--- src/rtl/spiPortPkg.sv ---
package spiPortPkg;
  localparam logic [1:0] ADDR_DATA = 2'd0;
  localparam logic [1:0] ADDR_CTRL = 2'd1;
  localparam logic [1:0] ADDR_SS   = 2'd2;

  typedef struct packed {
    logic load;    // put write data into the shift register
    logic sample;  // capture the incoming serial bit
    logic shift;   // move the shift register by one bit
    logic finish;  // last shift: copy into receive buffer
  } spiStrobe_t;
endpackage

--- src/rtl/spiPortSync.sv ---
module spiPortSync #(
  parameter int W = 1,
  parameter int STAGES = 2,
  parameter logic [W-1:0] RST_VAL = '0
) (
  input  logic         clk,
  input  logic         rstN,
  input  logic [W-1:0] d,
  output logic [W-1:0] q
);
  logic [W-1:0] stg [STAGES];

  always_ff @(posedge clk or negedge rstN) begin
    if (!rstN) stg[0] <= RST_VAL;
    else       stg[0] <= d;
  end

  generate
    for (genvar i = 1; i < STAGES; i++) begin : g_stage
      always_ff @(posedge clk or negedge rstN) begin
        if (!rstN) stg[i] <= RST_VAL;
        else       stg[i] <= stg[i-1];
      end
    end
  endgenerate

  assign q = stg[STAGES-1];
endmodule

--- src/rtl/spiPortPath.sv ---
module spiPortPath
  import spiPortPkg::*;
#(
  parameter int DATA_W = 8
) (
  input  logic              clk,
  input  logic              rstN,
  input  spiStrobe_t        strobe,
  input  logic [DATA_W-1:0] regWdata,
  input  logic              inBit,
  input  logic              regRd,
  input  logic [1:0]        regAddr,
  input  logic [DATA_W-1:0] statusByte,
  input  logic [DATA_W-1:0] ssByte,
  output logic              txBit,
  output logic [DATA_W-1:0] rdData
);
  logic [DATA_W-1:0] shiftReg;
  logic [DATA_W-1:0] rxBuf;
  logic              smpBit;

  always_ff @(posedge clk or negedge rstN) begin
    if (!rstN) begin
      shiftReg <= '0;
      rxBuf    <= '0;
      smpBit   <= 1'b0;
      rdData   <= '0;
    end else begin
      if (strobe.load)       shiftReg <= regWdata;
      else if (strobe.shift) shiftReg <= {shiftReg[DATA_W-2:0], smpBit};
      if (strobe.sample) smpBit <= inBit;
      if (strobe.finish) rxBuf <= {shiftReg[DATA_W-2:0], smpBit};
      if (regRd) begin
        unique case (regAddr)
          ADDR_DATA: rdData <= rxBuf;
          ADDR_CTRL: rdData <= statusByte;
          ADDR_SS:   rdData <= ssByte;
          default:   rdData <= '0;
        endcase
      end
    end
  end

  assign txBit = shiftReg[DATA_W-1];
endmodule

--- src/rtl/spiPortCtrl.sv ---
module spiPortCtrl
  import spiPortPkg::*;
#(
  parameter int DATA_W = 8
) (
  input  logic              clk,
  input  logic              rstN,
  input  logic [1:0]        regAddr,
  input  logic              regWr,
  input  logic              regRd,
  input  logic [DATA_W-1:0] regWdata,
  input  logic              sckSync,
  input  logic              ssSync,
  output spiStrobe_t        strobe,
  output logic              masterMode,
  output logic              busy,
  output logic              doneFlag,
  output logic              statusSeen,
  output logic              swSel,
  output logic              swSs,
  output logic              ssEff,
  output logic              sckOut
);
  localparam int CNT_W = $clog2(DATA_W);
  localparam logic [CNT_W-1:0] LAST_BIT = CNT_W'(DATA_W - 1);

  logic [1:0]       phase;
  logic [CNT_W-1:0] bitCnt;
  logic             sckPrev;
  logic             dataAcc, wrOk, slaveAct, sckRise, sckFall, lastBit;

  assign ssEff    = swSel ? swSs : ssSync;
  assign slaveAct = !masterMode && !ssEff;
  assign sckRise  = slaveAct && sckSync && !sckPrev;
  assign sckFall  = slaveAct && !sckSync && sckPrev;
  assign lastBit  = (bitCnt == LAST_BIT);
  assign dataAcc  = (regWr || regRd) && (regAddr == ADDR_DATA);
  assign wrOk     = regWr && (regAddr == ADDR_DATA) && (!doneFlag || statusSeen);
  assign sckOut   = busy && phase[1];

  always_comb begin
    strobe.load   = wrOk && !busy;
    strobe.sample = busy ? (phase == 2'd1) : sckRise;
    strobe.shift  = busy ? (phase == 2'd3) : sckFall;
    strobe.finish = strobe.shift && lastBit;
  end

  always_ff @(posedge clk or negedge rstN) begin
    if (!rstN) begin
      masterMode <= 1'b0;
      swSel      <= 1'b0;
      swSs       <= 1'b0;
      busy       <= 1'b0;
      phase      <= '0;
      bitCnt     <= '0;
      sckPrev    <= 1'b0;
      doneFlag   <= 1'b0;
      statusSeen <= 1'b0;
    end else begin
      sckPrev <= sckSync;
      if (regWr && regAddr == ADDR_CTRL) masterMode <= regWdata[0];
      if (regWr && regAddr == ADDR_SS) begin
        swSel <= regWdata[1];
        swSs  <= regWdata[0];
      end
      if (busy) phase <= phase + 2'd1;
      if (strobe.shift) bitCnt <= lastBit ? '0 : bitCnt + 1'b1;
      if (!masterMode && ssEff) bitCnt <= '0;
      if (strobe.load && masterMode) begin
        busy   <= 1'b1;
        phase  <= '0;
        bitCnt <= '0;
      end
      if (strobe.finish) busy <= 1'b0;
      if (regRd && regAddr == ADDR_CTRL && doneFlag) statusSeen <= 1'b1;
      if (doneFlag && statusSeen && dataAcc) begin
        doneFlag   <= 1'b0;
        statusSeen <= 1'b0;
      end
      if (strobe.finish) begin
        doneFlag   <= 1'b1;
        statusSeen <= 1'b0;
      end
    end
  end
endmodule

--- src/rtl/spiPort.sv ---
module spiPort
  import spiPortPkg::*;
#(
  parameter int DATA_W = 8,
  parameter int SYNC_STAGES = 2
) (
  input  logic              clk,
  input  logic              rstN,
  input  logic [1:0]        regAddr,
  input  logic              regWr,
  input  logic              regRd,
  input  logic [DATA_W-1:0] regWdata,
  output logic [DATA_W-1:0] regRdata,
  output logic              sckOut,
  output logic              mosiOut,
  input  logic              misoIn,
  input  logic              sckIn,
  input  logic              mosiIn,
  input  logic              ssPin,
  output logic              misoOut,
  output logic              misoOe
);
  spiStrobe_t  strobe;
  logic        sckSync, mosiSync, ssSync;
  logic        masterMode, busy, doneFlag, statusSeen, swSel, swSs, ssEff;
  logic        txBit, inBit;
  logic [DATA_W-1:0] statusByte, ssByte;

  spiPortSync #(.W(3), .STAGES(SYNC_STAGES), .RST_VAL(3'b001)) u_sync (
    .clk(clk), .rstN(rstN),
    .d({sckIn, mosiIn, ssPin}),
    .q({sckSync, mosiSync, ssSync})
  );

  spiPortCtrl #(.DATA_W(DATA_W)) u_ctrl (
    .clk(clk), .rstN(rstN),
    .regAddr(regAddr), .regWr(regWr), .regRd(regRd), .regWdata(regWdata),
    .sckSync(sckSync), .ssSync(ssSync),
    .strobe(strobe), .masterMode(masterMode), .busy(busy),
    .doneFlag(doneFlag), .statusSeen(statusSeen),
    .swSel(swSel), .swSs(swSs), .ssEff(ssEff), .sckOut(sckOut)
  );

  assign statusByte = {doneFlag, {(DATA_W-2){1'b0}}, masterMode};
  assign ssByte     = {{(DATA_W-2){1'b0}}, swSel, swSs};
  assign inBit      = masterMode ? misoIn : mosiSync;

  spiPortPath #(.DATA_W(DATA_W)) u_path (
    .clk(clk), .rstN(rstN), .strobe(strobe),
    .regWdata(regWdata), .inBit(inBit),
    .regRd(regRd), .regAddr(regAddr),
    .statusByte(statusByte), .ssByte(ssByte),
    .txBit(txBit), .rdData(regRdata)
  );

  assign mosiOut = masterMode ? txBit : 1'b0;
  assign misoOut = txBit;
  assign misoOe  = !masterMode && !ssEff;
endmodule

--- config.mk ---
export PLATFORM = sky130hd
export DESIGN_NAME = spiPort
export DESIGN_NICKNAME = d
export VERILOG_FILES = /design/src/rtl/spiPortPkg.sv /design/src/rtl/spiPortSync.sv /design/src/rtl/spiPortPath.sv /design/src/rtl/spiPortCtrl.sv /design/src/rtl/spiPort.sv
export SDC_FILE = /design/constraint.sdc
export NUM_CORES = 1
export LEC_CHECK = 0
export ABC_CLOCK_PERIOD_IN_PS = 1800
export CORE_MARGIN = 8
export CORE_UTILIZATION = 56
export DETAILED_ROUTE_END_ITERATION = 8
export DONT_BUFFER_PORTS = 1
export PLACE_DENSITY = 0.72
export SETUP_SLACK_MARGIN = 0.4
export SKIP_LAST_GASP = 1
export SLEW_MARGIN = 20
export SYNTH_ARGS = -nofsm -noshare
export SYNTH_HDL_FRONTEND = slang
export SYNTH_HIERARCHICAL = 1
export SYNTH_SLANG_ARGS = --single-unit
--- constraint.sdc ---
create_clock -name clk -period 1.8 [get_ports clk]
set_input_delay 0.36 -clock clk [delete_from_list [all_inputs] [get_ports clk]]
set_output_delay 0.36 -clock clk [all_outputs]
set_load 0.01 [all_outputs]
==> results.txt <==
Status - complete, no violations
Ys async rst share - 1.00
EDFF count, synth - 0
Worst hold slack - 0.113 ns
Avg WL per Cell - 16.9 um
Fmax - 563 MHz
Routability-driven placement congestion ratio - 0.739
Die ar. - 5850 um^2
First-pass GRT wire length - 6.60 mm
TritonCTS Sinks - 43
DIE HEIGHT - 76.5 um
Final ANT Viol Nets - 0
Die width - 76.5 um
RSZ-0062 raised after global routing - true
Largest stage delay on the critical path - 0.53 ns
Slew Viols, Final - 0
Num rows - 22
Largest net degree at the start of global routing - 44
Period Utilization, post-route - 0.987
Starting Density - 0.573
Layout cell share with drive strength beyond 1 - 0.255
Largest delay share family, worst path - simple AND/OR/NAND/NOR gates
Hpwl dp - 2.78 mm
Critical path launch point type - register
Via density - 5.51
#FFs+latches synth - 43
CP max-delay cell - or4b_4
Ant. Diodes - 0
Root Buffer - clkbuf_4
CP Cell Sequence - or4b_4, o21ai_4, and2_2, mux2_2
Pwr dens - 1180 nW/um^2
CTS tree - yes
Worst Path Class, Setup - reg -> reg
Utilization after layout - 0.648
Maximum vdd ir drop - 866 uV
Fillers - 283
Critical Path RT - 2.06 ns
Max-cap check violation count - 0
DRT iter0 DRCs - 70
Initial antenna violation count - 0
Vias - 1301
DRT Pass-1 Iters - 4
Worst Path Buf+Inv - 0
Critical path arrival - 2.04 ns
GR Util All Layers - 0.137
IO Pins - 30
CTS Buffer Depth - 2
# DRC - 0
Crit-path max FO - 4
Number of global-route vias before repair - 1403
I/O Buffers - 0
YS warnings - 6
Register area - 1080 um^2
Syn Area/Cell - 12.3 um^2
Final hold vios - 0
Max Clock Skew - 0.0149 ns
Clk_lat worst skew - 0.36 ns
Fin nets - 209
P_leak - 1.06 nW
Worst hold-check path type - in -> reg
Drt total wl - 3.98 mm
Syn-to-layout area delta - 13.2%
Post-DP Area - 2100 um^2
Congestion Overflow GR - 0
Worst Setup End Kind - register
Post-synthesis sequential area ratio - 0.526
Synth Cell Area - 2050 um^2
Final instance area - 2320 um^2
Endpoints failing setup - 0
Synth cell types - 34
Final period demand of the worst path - 1.78 ns
Clk pin slew, worst setup/hold paths - 0.13 ns
CTS buffer count - 5
Top_reg_cell synth - dfrtp_1
Cells after synthesis - 166
Multi-input logic area - 928 um^2
Core Region - 3580 um^2
H-tree Lvls - 2
[cell families (layout without fill, tap and decap cells)]
group | after synthesis | count (layout) | synth area share
AO/OA/AOI/OAI | 24 | 24 | 0.0867
flip-flops | 43 | 43 | 0.526
AND/OR/NAND/NOR | 36 | 37 | 0.109
buffers and inverters | 23 | 33 | 0.0696
adder cells (fa/ha/maj) | 4 | 4 | 0.0244
multiplexers | 35 | 35 | 0.183
other | 1 | 12 | 0.00183
[final cells by class]
type,instances,share of cell area
clock buffer,6,0.0221
sequential,43,0.465
multi-input combinational,112,0.400
tap,48,0.0259
clock inverter,2,0.00701
timing repair buffer,14,0.0615
inverter,11,0.0178
[worst reg2reg max path: stages, from the launching register on]
cell	delay, ns
dfrtp_2	0.44
or4b_4	0.53
o21ai_4	0.17
and2_2	0.22
mux2_2	0.34
[worst paths after layout]
kind | startpoint | end | slack [ns] | cells past startpoint
max | u_ctrl/masterMode | u_path/rxBuf[2] | 0.02 | 4
min | regWdata[7] | u_path/shiftReg[7] | 0.11 | 2
max reg2reg | u_ctrl/masterMode | u_path/rxBuf[2] | 0.02 | 4
min reg2reg | u_sync/stg[3] | u_sync/q[0] | 0.36 | 0
max in group asynchronous | rstN | u_sync/q[0] | 1.07 | 2
min in group asynchronous | rstN | u_path/shiftReg[4] | 0.44 | 2
[layer usage]
layer / track usage / vias to the layer above / wire length [um]
li1: - / 613 / -
met1: 0.145 / 654 / 1600
met2: 0.245 / 30 / 2070
met3: 0.0578 / 4 / 283
met4: 0.0346 / 0 / 36
met5: 0 / - / 0
[flip-flops by register name (all words and copies together), names as in the netlist]
name               count
u_ctrl/sckPrev         1
u_ctrl/busy            1
u_sync/q               3
u_ctrl/swSs            1
u_ctrl/masterMode      1
u_path/shiftReg        8
u_path/smpBit          1
u_ctrl/bitCnt          3
u_path/rdData          8
u_ctrl/doneFlag        1
u_ctrl/swSel           1
u_sync/stg             3
u_path/rxBuf           8
u_ctrl/statusSeen      1
u_ctrl/phase           2
[per-stage QoR]
step                      setup TNS [ns]  worst slack (ns)  total power, W  instances
final                                  0            0.0237         0.00273        236
after detailed placement               0            0.0188         0.00204        218
after CTS                              0            0.0330         0.00270        235
after global routing              -0.134           -0.0232         0.00289        236
after floorplan                    -1.19            -0.148         0.00189        177
after global placement                 0            0.0719         0.00199        218
[layout by cell type (no fill, tap or decap), types with 2 or more instances in the layout]
cell type and n:
o221ai_1 8, buf_4 5, ha_1 4, dfrtp_1 40, and2_4 2, clkbuf_4 5, buf_6 4, and2_2 2
inv_1 11, mux2_4 5, nand2b_1 2, o21ai_0 8, nand4b_1 8, dfstp_2 2, mux2_2 11, nor2_1 6
nand2_1 11, mux2i_1 18, conb_1 12, dlygate4sd3_1 4
[power by group]
group	internal, W	switching [W]
clock network	0.000193	0.000320
logic	0.000466	0.000383
registers	0.00118	0.000186
[cell usage after synthesis, types with 2 or more instances]
library cell | instances | area [um^2]
buf_2 | 3 | 15.0
buf_4 | 5 | 37.5
buf_6 | 3 | 33.8
dfrtp_1 | 41 | 1030
dfstp_2 | 2 | 52.6
ha_1 | 4 | 50.1
inv_1 | 11 | 41.3
mux2_2 | 15 | 169
mux2i_1 | 19 | 190
nand2_1 | 11 | 41.3
nand2b_1 | 2 | 12.5
nand4b_1 | 8 | 70.1
nor2_1 | 7 | 26.3
o21ai_0 | 8 | 40.0
o221ai_1 | 8 | 70.1
[repair_timing]
item | 4_1_cts | 5_1_grt
gates resized for setup | 8 | 5
setup buffers | 3 | 1
cloned | 1 | 0
pin swaps | 3 | 0
hold buffers | 5 | 0
setup endpoints to repair | 26 | 27
hold endpoints to repair | 46 | 0
No activity file was read; power rests on OpenSTA's default activity.
